## src/rtl/rsum_pkg.sv

```systemverilog
package rsum_pkg;

    parameter int unsigned RSUM_DATA_W = 16;
    parameter int unsigned RSUM_WINDOW = 8;

    function automatic int unsigned rsum_acc_width(input int unsigned data_w,
                                                   input int unsigned window);
        return data_w + $clog2(window);
    endfunction

    parameter int unsigned RSUM_ACC_W = rsum_acc_width(RSUM_DATA_W, RSUM_WINDOW);

endpackage

```

## src/rtl/rsum_delay_line.sv

```systemverilog
module rsum_delay_line #(
    parameter int unsigned DATA_W = 16,
    parameter int unsigned DEPTH  = 8
) (
    input  logic              clk,
    input  logic              rst,
    input  logic              shift_en,
    input  logic [DATA_W-1:0] din,
    output logic [DATA_W-1:0] dout_oldest
);

    typedef struct packed {
        logic [DEPTH-1:0][DATA_W-1:0] stage;
    } line_t;

    line_t line_d, line_q;

    // Stage 0 takes the new sample; every other stage takes its predecessor.
    for (genvar g = 0; g < DEPTH; g++) begin : g_stage
        if (g == 0) begin : g_head
            always_comb begin
                line_d.stage[g] = shift_en ? din : line_q.stage[g];
            end
        end else begin : g_body
            always_comb begin
                line_d.stage[g] = shift_en ? line_q.stage[g-1] : line_q.stage[g];
            end
        end
    end

    always_ff @(posedge clk) begin
        if (rst) begin
            line_q <= '0;
        end else begin
            line_q <= line_d;
        end
    end

    // The only tap: the sample that entered DEPTH accepted steps ago.
    assign dout_oldest = line_q.stage[DEPTH-1];

endmodule

```

## src/rtl/rsum_diff.sv

```systemverilog
module rsum_diff #(
    parameter int unsigned DATA_W = 16,
    parameter int unsigned OUT_W  = 19
) (
    input  logic [DATA_W-1:0] newest,
    input  logic [DATA_W-1:0] departing,
    output logic [OUT_W-1:0]  delta
);

    localparam int unsigned DIFF_W = DATA_W + 1;
    localparam int unsigned EXT_W  = OUT_W - DIFF_W;

    logic [DIFF_W-1:0] diff_w;

    always_comb begin
        diff_w = {newest[DATA_W-1], newest} - {departing[DATA_W-1], departing};
    end

    if (EXT_W > 0) begin : g_extend
        assign delta = {{EXT_W{diff_w[DIFF_W-1]}}, diff_w};
    end else begin : g_plain
        assign delta = diff_w[OUT_W-1:0];
    end

endmodule

```

## src/rtl/rsum_accum.sv

```systemverilog
module rsum_accum #(
    parameter int unsigned ACC_W = 19
) (
    input  logic             clk,
    input  logic             rst,
    input  logic             step_en,
    input  logic [ACC_W-1:0] delta,
    output logic [ACC_W-1:0] acc,
    output logic             acc_valid
);

    typedef struct packed {
        logic [ACC_W-1:0] total;
        logic             vld;
    } acc_t;

    acc_t acc_d, acc_q;

    always_comb begin
        acc_d     = acc_q;
        acc_d.vld = step_en;
        if (step_en) begin
            acc_d.total = acc_q.total + delta;
        end
    end

    always_ff @(posedge clk) begin
        if (rst) begin
            acc_q <= '0;
        end else begin
            acc_q <= acc_d;
        end
    end

    assign acc       = acc_q.total;
    assign acc_valid = acc_q.vld;

endmodule

```

## src/rtl/rsum_filter.sv

```systemverilog
module rsum_filter
    import rsum_pkg::*;
#(
    parameter int unsigned DATA_W = RSUM_DATA_W,
    parameter int unsigned WINDOW = RSUM_WINDOW,
    parameter int unsigned ACC_W  = rsum_acc_width(RSUM_DATA_W, RSUM_WINDOW)
) (
    input  logic              clk,
    input  logic              rst,
    input  logic              in_valid,
    input  logic [DATA_W-1:0] in_sample,
    output logic [ACC_W-1:0]  sum_out,
    output logic              sum_valid
);

    logic [DATA_W-1:0] oldest_w;
    logic [ACC_W-1:0]  delta_w;

    rsum_delay_line #(
        .DATA_W (DATA_W),
        .DEPTH  (WINDOW)
    ) u_line (
        .clk         (clk),
        .rst         (rst),
        .shift_en    (in_valid),
        .din         (in_sample),
        .dout_oldest (oldest_w)
    );

    rsum_diff #(
        .DATA_W (DATA_W),
        .OUT_W  (ACC_W)
    ) u_diff (
        .newest    (in_sample),
        .departing (oldest_w),
        .delta     (delta_w)
    );

    rsum_accum #(
        .ACC_W (ACC_W)
    ) u_acc (
        .clk       (clk),
        .rst       (rst),
        .step_en   (in_valid),
        .delta     (delta_w),
        .acc       (sum_out),
        .acc_valid (sum_valid)
    );

endmodule

```

## config.mk

```make
export PLATFORM = sky130hd
export DESIGN_NAME = rsum_filter
export DESIGN_NICKNAME = d
export VERILOG_FILES = /design/src/rtl/rsum_pkg.sv /design/src/rtl/rsum_delay_line.sv /design/src/rtl/rsum_diff.sv /design/src/rtl/rsum_accum.sv /design/src/rtl/rsum_filter.sv
export SDC_FILE = /design/constraint.sdc
export NUM_CORES = 1
export LEC_CHECK = 0
export ABC_AREA = 0
export BUFFER_PORTS_ARGS = -buffer_cell sky130_fd_sc_hd__buf_4
export CORE_UTILIZATION = 43
export CTS_BUF_LIST = sky130_fd_sc_hd__clkbuf_4
export DETAILED_ROUTE_END_ITERATION = 8
export SETUP_SLACK_MARGIN = 0.3
export SLEW_MARGIN = 20
export SYNTH_ARGS = -nofsm -noshare
export SYNTH_HDL_FRONTEND = slang
export SYNTH_SLANG_ARGS = --single-unit
```

## constraint.sdc

```tcl
create_clock -name clk -period 6.5 [get_ports clk]
set_clock_uncertainty 0.15 [all_clocks]
set_input_delay 0.65 -clock clk [delete_from_list [all_inputs] [get_ports clk]]
set_output_delay 0.65 -clock clk [all_outputs]
set_load 0.05 [all_outputs]
```

==> summary.md, run 1 <==
| Metric | Value |
|---|---|
| Clock buffer depth | `2` |
| Largest net degree at the start of global routing | `105` |
| Wire per inst | `13.1 um` |
| Crit path launch | `u_line.dout_oldest[1]$_SDFFE_PP0P_` |
| Req. time, crit path | `6.77 ns` |
| Total GRT Usage | `0.167` |
| HPWL after DPL | `8.88 mm` |
| GP Congestion | `0.826` |
| Nets@finish | `805` |
| Fin crit share | `0.648` |
| RSZ-0062 raised after global routing | `false` |
| Total core area | `15400 um^2` |
| Minimum clock period | `4.21 ns` |
| Adder-cell share of the synthesized area | `0.0695` |
| Sequential Power Share | `0.466` |
| Number of flops mapped to enable cells by yosys | `0` |
| Synth Area in Compound Gates | `0.0887` |
| CP max-delay cell | `nor4_1` |
| DIE AREA | `16500 um^2` |
| R2R depth | `17` |
| First-pass GRT wire length | `21.8 mm` |
| Yosys cell types | `52` |
| Cell taking the most area after synthesis | `dfxtp_1` |
| # DRC | `0` |
| Rows | `45` |
| Final setup fails | `0` |
| WL final | `12.7 mm` |
| Post-Route Setup TNS | `0 ns` |
| Sequential share of the synthesized area | `0.431` |
| Yosys warnings | `0` |
| Worst slew pin tran | `0.999 ns` |
| CTS Buf Count | `17` |
| CP top delay family | `compound AO/OA/AOI/OAI gates` |
| Top-count cell post-synth | `nor2_1` |
| Area contributors post-synth | `dfxtp_1, mux2i_1, nor2_1, ha_1, xnor2_1` |
| Internal power | `1.41 mW` |
| Simple-gate share of the synthesized area | `0.141` |
| Vias | `4917` |
| Post-synthesis xor/xnor area fraction | `0.0331` |
| Mean Syn Cell Area | `9.48 um^2` |
| Crit-path max cell delay | `0.58 ns` |
| Switching Fraction | `0.331` |
| Clock Sink Count | `148` |
| Die H | `129 um` |
| ANT nets after route | `0` |
| Post-CTS setup buffer count | `0` |
| Cell Area, Synth | `6880 um^2` |
| CTS Hold Bufs | `0` |
| Synth Net Count | `782` |
| Port Buffer Count | `38` |
| H-tree depth | `4` |
| Critical hold path startpoint | `in_sample[15]` |
| Grt total ovfl | `0` |
| Synth cell count leaders | `nor2_1, dfxtp_1, mux2i_1, ha_1` |
| Share of layout cells above drive strength 1 | `0.0984` |
| Initial DRC count | `293` |
| Starting Density | `0.446` |
| Power Density | `277 nW/um^2` |
| Synth Register Bits | `148` |
| Worst-Skew Late Latency | `0.52 ns` |
| CTS Root Buffer Type | `clkbuf_4` |
| Ys async rst share | `0` |
| TritonCTS clock tree | `built` |
| Cells resized by post-CTS repair | `0` |
| Post-synthesis mux area share | `0.201` |
| Leak pwr | `3.40 nW` |
| Status | `finished, final reports clean` |
| Final core utilization | `0.492` |
| Startpoint Class | `flop` |
| Crit path kind | `flop to flop` |
| Final Hold Viols | `0` |
| Filler cells | `1489` |
| Main combinational cell family by area after synthesis | `multiplexers` |
| Pins over their slew limit | `0` |
| Crit-path cells | `inv_1 > ha_1 > nor2b_1 > o21a_1 > o21ai_0 > a21oi_1 > nor4_1 > nor2_1 > xor2_1 > ha_1 > a221o_1 > a21o_1 > nor3b_1 > a21oi_1 > a2111oi_0 > a41oi_1 > nand4_1` |
| Hold Path Stages | `3` |
| Worst rel slew slack | `0.334` |
| Io pins | `39` |
| Vias in the first global route | `4609` |
| Max Clk Rate | `0.238 GHz` |
| Die width | `129 um` |
| Worst-path fanout max | `7` |
| Worst setup EP type | `flop` |
| Post-Syn Instances | `726` |
| Main synth FF type | `dfxtp_1` |
| Worst Path Arrival | `4.48 ns` |
| Reg-to-Reg Start | `u_line.dout_oldest[1]$_SDFFE_PP0P_` |
| Initial antenna violation count | `1` |
| Vias per cell | `5.05` |
| Area share of the largest cell type after synthesis | `0.431` |
| Stages on the worst setup path | `17` |
| Clk slew on worst S/H paths | `0.13 ns` |
| P_sw | `696 uW` |
| Min-delay worst type | `input pin to flop` |
| Area grow syn2layout | `10.2%` |
| Maximum vdd drop | `123 uV` |
| Clock Power Share | `0.269` |
| Max-cap violations | `0` |
| 1st-pass router iterations | `4` |
| Combinational share of power | `0.266` |
| WP buf/inv | `1` |
-- state kept, by name (all words and copies together), names as in the netlist --
name	count
u_acc.acc	19
u_acc.acc_valid	1
u_line.dout_oldest	16
u_line.line_q	112
-- cell type report --
cell class              instances  area [um^2]  area share
diodes                          1         2.50    0.000330
clock buffers                  20          150      0.0198
clock inverters                12          128      0.0168
inverters                      27          101      0.0134
multi-input cells             514         3670       0.483
flip-flops and latches        148         2960       0.391
well taps                     211          264      0.0348
repair buffers                 41          312      0.0411
-- per-layer routing --
layer  wire length (um)  global-route usage  part of all wire
met2               5940               0.264              0.47
met1               6380               0.220              0.50
met4                 89              0.0699            0.0070
met5                  0                   0                 0
met3                339              0.0370             0.027
-- metrics by stage --
stage	total power [mW]	setup WS [ns]	instance area, um^2	instances	hold WS (ns)
floorplan	1.43	2.53	6880	726	0.310
global placement	1.55	2.03	7310	941	0.323
detailed placement	1.56	1.92	7310	941	0.333
CTS	2.13	2.26	7580	973	0.160
global route	2.24	1.98	7590	974	0.182
finish	2.10	2.29	7590	974	0.216
-- tightest hold or removal path: cells and delay by family --
kind | cells | cell delay, ns
mux | 1 | 0.06
buf+inv | 1 | 0.09
simple gates | 1 | 0.07
-- power groups by stage --
stage | Combinational [mW] | Sequential, mW | Clock [mW]
after CTS | 0.562 | 0.980 | 0.591
after global placement | 0.552 | 0.999 | 0
after global routing | 0.616 | 0.987 | 0.632
final | 0.559 | 0.980 | 0.565
after floorplan | 0.345 | 1.08 | 0
after detailed placement | 0.560 | 1.00 | 0
-- cell families (layout without fill, tap and decap cells) --
family,count (synthesis),in the layout
AOI/OAI and AO/OA,92,92
other,0,1
adders and majority gates,37,37
xor gates and xnor gates,26,26
DFF,148,148
muxes,138,138
buffers and inverters,64,100
and+or+nand+nor,221,221
-- path summary, 6_finish.rpt --
check                           slack (ns)                        endpoint
worst max-delay path                  2.29      u_acc.acc[18]$_SDFFE_PP0P_
worst min register to register        0.36  u_line.line_q[82]$_SDFFE_PP0P_
worst max register to register        2.29      u_acc.acc[18]$_SDFFE_PP0P_
worst min-delay path                  0.22  u_line.line_q[15]$_SDFFE_PP0P_
-- placed cells by master (no fill, tap or decap), types with 5 or more instances in the layout --
master and instances:
inv_1 27, nand2_1 14, nand3_1 10, xor2_1 10
o21a_1 5, clkbuf_4 20, buf_4 40, dfxtp_1 148
nand4_1 6, nor2b_1 7, mux2i_1 138, xnor2_1 16
nand2b_1 9, a21o_1 12, a21oi_1 27, nor2_1 155
ha_1 35, o21ai_0 16
Power figures use the tool's default switching activity.
==> inputs of run 2 (changes only) <==
==> constraint.sdc (replaced) <==
create_clock -name clk -period 4.2 [get_ports clk]
set_clock_uncertainty 0.15 [all_clocks]
set_input_delay 0.42 -clock clk [delete_from_list [all_inputs] [get_ports clk]]
set_output_delay 0.42 -clock clk [all_outputs]
set_load 0.05 [all_outputs]
==> run 2 against run 1 <==
  * Via count rose by 3.0%
  * Core utilization rose by 2.5 points
  * Wire length rose by 5.5%
  * Highest routed layer unchanged
  * Maximum frequency rose by 13%
  * Sequential power rose by 55%
  * Combinational power rose by 74%
  * Count of clock-buffer cells in the layout rose by 2
  * Cell area rose by 5.1%
  * First-iteration DRC count rose by 1.0%
  * Critical path depth did not move
  * Total power rose by 54%
  * Clock power rose by 32%
==> summary.md, run 2 (synthesis results as in run 1) <==
| Metric | Value |
|---|---|
| Status | `finished, final reports clean` |
| Vias per cell | `5.08` |
| Setup ws final | `0.483 ns` |
| Largest net degree at the start of global routing | `85` |
| Internal power | `2.12 mW` |
| # DRC | `0` |
| Combinational share of power | `0.301` |
| ANT nets after route | `0` |
| Min-delay worst type | `input pin to flop` |
| Commonest non-fill, non-tap cell in the layout | `nor2_1` |
| Total core area | `15400 um^2` |
| CP max-delay cell | `dfxtp_2` |
| TritonCTS clock tree | `built` |
| Wire per inst | `13.5 um` |
| Area grow syn2layout | `15.9%` |
| H-tree depth | `4` |
| Final setup fails | `0` |
| Clk slew on worst S/H paths | `0.12 ns` |
| Critical hold path startpoint | `rst` |
| Worst Path Arrival | `3.99 ns` |
| Final Hold Viols | `0` |
| Share of layout cells above drive strength 1 | `0.157` |
| Max-cap violations | `0` |
| Worst rel slew slack | `0.467` |
| Crit-path cells | `inv_1 > ha_1 > nor2b_2 > o2111ai_2 > nand3_2 > a21oi_2 > o21bai_1 > a21oi_1 > xnor2_1 > ha_2 > a221o_1 > a21o_1 > nor3b_2 > a21oi_2 > a2111oi_2 > a41oi_1 > nand4_1` |
| Grt total ovfl | `0` |
| Minimum clock period | `3.72 ns` |
| Hold Path Stages | `2` |
| Hold Slack | `0.240 ns` |
| R2R setup slack | `0.48 ns` |
| GP Congestion | `0.864` |
| Initial DRC count | `296` |
| Pins over their slew limit | `0` |
| Total GRT Usage | `0.167` |
| WP buf/inv | `1` |
| Crit path launch | `u_line.dout_oldest[2]$_SDFFE_PP0P_` |
| CTS Root Buffer Type | `clkbuf_4` |
| Fin area | `7980 um^2` |
| Starting Density | `0.446` |
| Req. time, crit path | `4.48 ns` |
| Clock Sink Count | `148` |
| Nets@finish | `829` |
| R2R depth | `17` |
| Worst slew pin tran | `0.800 ns` |
| Io pins | `39` |
| Power Density | `406 nW/um^2` |
| Most frequent cells in the layout | `nor2_1, dfxtp_1, mux2i_1` |
| Reg-to-Reg Start | `u_line.dout_oldest[2]$_SDFFE_PP0P_` |
| Min-Delay Endpoint | `u_line.line_q[31]$_SDFFE_PP0P_` |
| Clock Power Share | `0.231` |
| Max Clk Rate | `0.269 GHz` |
| Final core utilization | `0.517` |
| DIE AREA | `16500 um^2` |
| Rows | `45` |
| Worst setup EP type | `flop` |
| Fin crit share | `0.885` |
| 1st-pass router iterations | `7` |
| Port Buffer Count | `38` |
| CP top delay family | `compound AO/OA/AOI/OAI gates` |
| Clock buffer depth | `2` |
| First-pass GRT wire length | `22.1 mm` |
| Vias in the first global route | `4785` |
| Vias | `5063` |
| RSZ-0062 raised after global routing | `false` |
| Crit path kind | `flop to flop` |
| Switching Fraction | `0.344` |
| CTS Buf Count | `17` |
| Maximum vdd drop | `162 uV` |
| Startpoint Class | `flop` |
| P_sw | `1.11 mW` |
| Sequential Power Share | `0.468` |
| Die width | `129 um` |
| Worst-path fanout max | `5` |
| Initial antenna violation count | `1` |
| Crit-path max cell delay | `0.35 ns` |
| Setup WS pre-CTS | `-0.0133 ns` |
| HPWL after DPL | `8.84 mm` |
| DP Area | `7330 um^2` |
| Leak pwr | `3.50 nW` |
| Worst r2r dst | `u_acc.acc[18]$_SDFFE_PP0P_` |
| Largest register FFs | `112` |
| Worst-Skew Late Latency | `0.54 ns` |
| WL final | `13.5 mm` |
| Largest Register | `u_line.line_q` |
| CP most frequent cell | `a21oi_2` |
| Die H | `129 um` |
run 2: worst max-delay path by stage:
stage	end	slack, ns	cells past startpoint
detailed placement	u_acc.acc[18]$_SDFFE_PP0P_	-0.01	17
finish	u_acc.acc[18]$_SDFFE_PP0P_	0.48	17
CTS	u_acc.acc[17]$_SDFFE_PP0P_	0.31	17
floorplan	u_acc.acc[18]$_SDFFE_PP0P_	0.46	15
global placement	u_acc.acc[17]$_SDFFE_PP0P_	0.20	19
global route	u_acc.acc[17]$_SDFFE_PP0P_	0.24	17
run 2: power by group through the flow:
stage	logic [mW]	clock network [mW]	registers, mW
final	0.973	0.748	1.52
after CTS	0.893	0.784	1.52
after global routing	1.05	0.845	1.53
after detailed placement	0.872	0	1.55
after global placement	0.852	0	1.55
after floorplan	0.534	0	1.68
run 2: timing repair:
| action | CTS | global route |
|---|---|---|
| buffers inserted | 0 | 6 |
| gates resized for setup | 5 | 47 |
| endpoints found under the setup margin | 2 | 9 |
| hold buffers | 16 | 0 |
| gates cloned | 0 | 0 |
| pin swaps | 0 | 17 |
| endpoints found under the hold margin | 16 | 0 |
run 2: layout make-up:
class                   count  area, um^2
diodes                      1        2.50
clock buffers              22         165
clock inverters             9        58.8
fillers                  1458        7450
inverters                  27         101
multi-input cells         514        3870
flip-flops and latches    148        2970
well taps                 211         264
repair buffers             65         544
run 2: per-stage QoR:
step,setup TNS [ns],instances,power [mW]
global placement,0,943,2.40
CTS,0,990,3.19
detailed placement,-0.0133,943,2.42
finish,0,997,3.24
global route,0,997,3.43
floorplan,0,726,2.21
run 2: metal layers:
metal  GRT usage  vias to the layer above  part of all wire
met3      0.0366                       12             0.039
met4      0.0740                        0            0.0089
li1            -                     2613                 -
met1       0.212                     2350              0.48
met2       0.274                       88              0.47
met5           0                        -                 0
==> inputs of run 3 (changes only) <==
--- a/config.mk
+++ b/config.mk
@@ -7,9 +7,11 @@
 export LEC_CHECK = 0
 export ABC_AREA = 0
 export BUFFER_PORTS_ARGS = -buffer_cell sky130_fd_sc_hd__buf_4
+export CAP_MARGIN = 40
 export CORE_UTILIZATION = 43
 export CTS_BUF_LIST = sky130_fd_sc_hd__clkbuf_4
 export DETAILED_ROUTE_END_ITERATION = 8
+export PLACE_DENSITY = 0.59
 export SETUP_SLACK_MARGIN = 0.3
 export SLEW_MARGIN = 20
 export SYNTH_ARGS = -nofsm -noshare
==> run 3 against run 2 <==
  * Register-to-register slack got worse by 0.02 ns
  * Cell area is 0.89% higher
  * First-iteration DRC count shrank 9.1%
  * Worst hold slack got worse by 0.093 ns
  * Global-route usage down 0.15 points
  * Combinational power shrank 2.1%
  * Maximum frequency down 1.5%
  * Setup slack worse by 0.055 ns
  * Core utilization increased by 0.46 points
  * Final cell count rose by 0.10%
  * Largest cell class unchanged
  * Highest routed layer unchanged
==> summary.md, run 3 (synthesis results as in run 1) <==
| Metric | Value |
|---|---|
| Status | `finished, final reports clean` |
| DP Area | `7350 um^2` |
| Port Buffer Count | `38` |
| Hold Path Stages | `2` |
| Area grow syn2layout | `16.9%` |
| Vias | `5014` |
| Fin crit share | `0.898` |
| Leak pwr | `3.53 nW` |
| First-pass GRT wire length | `21.7 mm` |
| Starting Density | `0.446` |
| Clk slew on worst S/H paths | `0.12 ns` |
| Worst-Skew Late Latency | `0.55 ns` |
| Minimum clock period | `3.77 ns` |
| Clock Power Share | `0.264` |
| WL final | `13.1 mm` |
| R2R setup slack | `0.46 ns` |
| Nets@finish | `829` |
| CTS Buf Count | `17` |
| Power Density | `417 nW/um^2` |
| Startpoint Class | `input pin` |
| R2R depth | `17` |
| Most frequent cells in the layout | `nor2_1, dfxtp_1, mux2i_1` |
| GP Congestion | `0.874` |
| Max-cap violations | `0` |
| Largest register FFs | `112` |
| HPWL after DPL | `8.64 mm` |
| Internal power | `2.23 mW` |
| 1st-pass router iterations | `4` |
| Die H | `129 um` |
| Min-delay worst type | `input pin to flop` |
| Largest net degree at the start of global routing | `84` |
| Vias in the first global route | `4706` |
| Commonest non-fill, non-tap cell in the layout | `nor2_1` |
| Total core area | `15400 um^2` |
| H-tree depth | `4` |
| Worst rel slew slack | `0.672` |
| Initial antenna violation count | `1` |
| Worst-path fanout max | `6` |
| Final core utilization | `0.522` |
| Register area | `2970 um^2` |
| Max Clk Rate | `0.265 GHz` |
| Final Hold Viols | `0` |
| Largest Register | `u_line.line_q` |
| Clock Sink Count | `148` |
| DIE AREA | `16500 um^2` |
| Grt total ovfl | `0` |
| Wire per inst | `13.1 um` |
| P_sw | `1.13 mW` |
| Maximum vdd drop | `156 uV` |
| Sequential Power Share | `0.451` |
| Initial DRC count | `269` |
| # DRC | `0` |
| Vias per cell | `5.02` |
| Worst setup EP type | `flop` |
| Rows | `45` |
| Final setup fails | `0` |
| Reg-to-Reg Start | `u_line.dout_oldest[6]$_SDFFE_PP0P_` |
| Multi-input logic area | `3850 um^2` |
| Post-Route Setup TNS | `0 ns` |
| Crit path launch | `in_sample[7]` |
| Share of layout cells above drive strength 1 | `0.146` |
| Die width | `129 um` |
| Fin area | `8050 um^2` |
| Filler cells | `1419` |
| Critical hold path startpoint | `rst` |
| Combinational share of power | `0.284` |
| CTS Root Buffer Type | `clkbuf_4` |
| Io pins | `39` |
| RSZ-0062 raised after global routing | `true` |
| ANT nets after route | `0` |
| Switching Fraction | `0.336` |
| Clock buffer depth | `2` |
| Req. time, crit path | `4.54 ns` |
| Crit path kind | `input pin to flop` |
| TritonCTS clock tree | `built` |
| Worst slew pin tran | `0.492 ns` |
| Pins over their slew limit | `0` |
| Worst Path Arrival | `4.11 ns` |
| Total GRT Usage | `0.166` |
-- run 3: cell types whose count changed in the layout (fill, tap and decap cells not counted), moves of 2 or more --
cell,change
ha_4,-2
dfxtp_2,-3
clkbuf_4,-2
buf_4,-2
buf_16,+2
bufinv_16,+2
dfxtp_1,+3
ha_1,+3
-- run 3: critical path: stages --
cell           delay [ns]
dlygate4sd3_1        0.55
buf_4                0.14
ha_2                 0.38
and3_4               0.21
nand2_1              0.06
a21oi_2              0.20
nor4_4               0.06
buf_4                0.15
o31ai_1              0.27
xor2_1               0.13
ha_1                 0.39
nand4_1              0.19
nor3b_2              0.30
a21oi_2              0.13
a2111oi_4            0.36
a41oi_2              0.06
nand4_1              0.10
-- run 3: path summary, 6_finish.rpt --
path / end
setup / recovery: u_acc.acc[18]$_SDFFE_PP0P_
hold reg to reg: u_line.dout_oldest[11]$_SDFFE_PP0P_
setup reg to reg: u_acc.acc[18]$_SDFFE_PP0P_
hold / removal: u_line.line_q[63]$_SDFFE_PP0P_
-- run 3: cell type report --
class,count,share of cell area
Sequential cell,148,0.368
Timing Repair Buffer,65,0.0726
Antenna cell,1,0.000311
Clock inverter,12,0.0162
Inverter,27,0.0126
Multi-Input combinational cell,514,0.478
Tap cell,211,0.0328
Clock buffer,20,0.0187
-- run 3: repair_timing --
item / in CTS / in global routing
hold endpoints to repair: 16 / 0
endpoints found under the setup margin: 2 / 7
resized for setup: 3 / 38
pin swaps: 0 / 18
hold buffers: 16 / 0
setup buffers: 0 / 5
-- run 3: metrics by stage --
step	power (mW)	hold slack, ns	setup WS [ns]	cells
4_1_cts	3.33	0.102	0.274	991
5_1_grt	3.53	0.123	0.241	998
6_report	3.36	0.147	0.428	998
2_1_floorplan	2.21	0.310	0.465	726
3_5_place_dp	2.42	0.333	0.0374	943
3_3_place_gp	2.40	0.321	0.176	942
-- run 3: routing by layer --
metal	global-route usage	routed length, um
met1	0.210	6430
met2	0.271	5970
met3	0.0353	366
met4	0.0768	326
met5	0	0
-- run 3: power by group through the flow --
stage	Clock (mW)	Combinational, mW	Sequential (mW)
3_5_place_dp	0	0.873	1.55
4_1_cts	0.921	0.889	1.52
2_1_floorplan	0	0.534	1.68
5_1_grt	0.975	1.03	1.53
3_3_place_gp	0	0.854	1.55
6_report	0.888	0.953	1.52
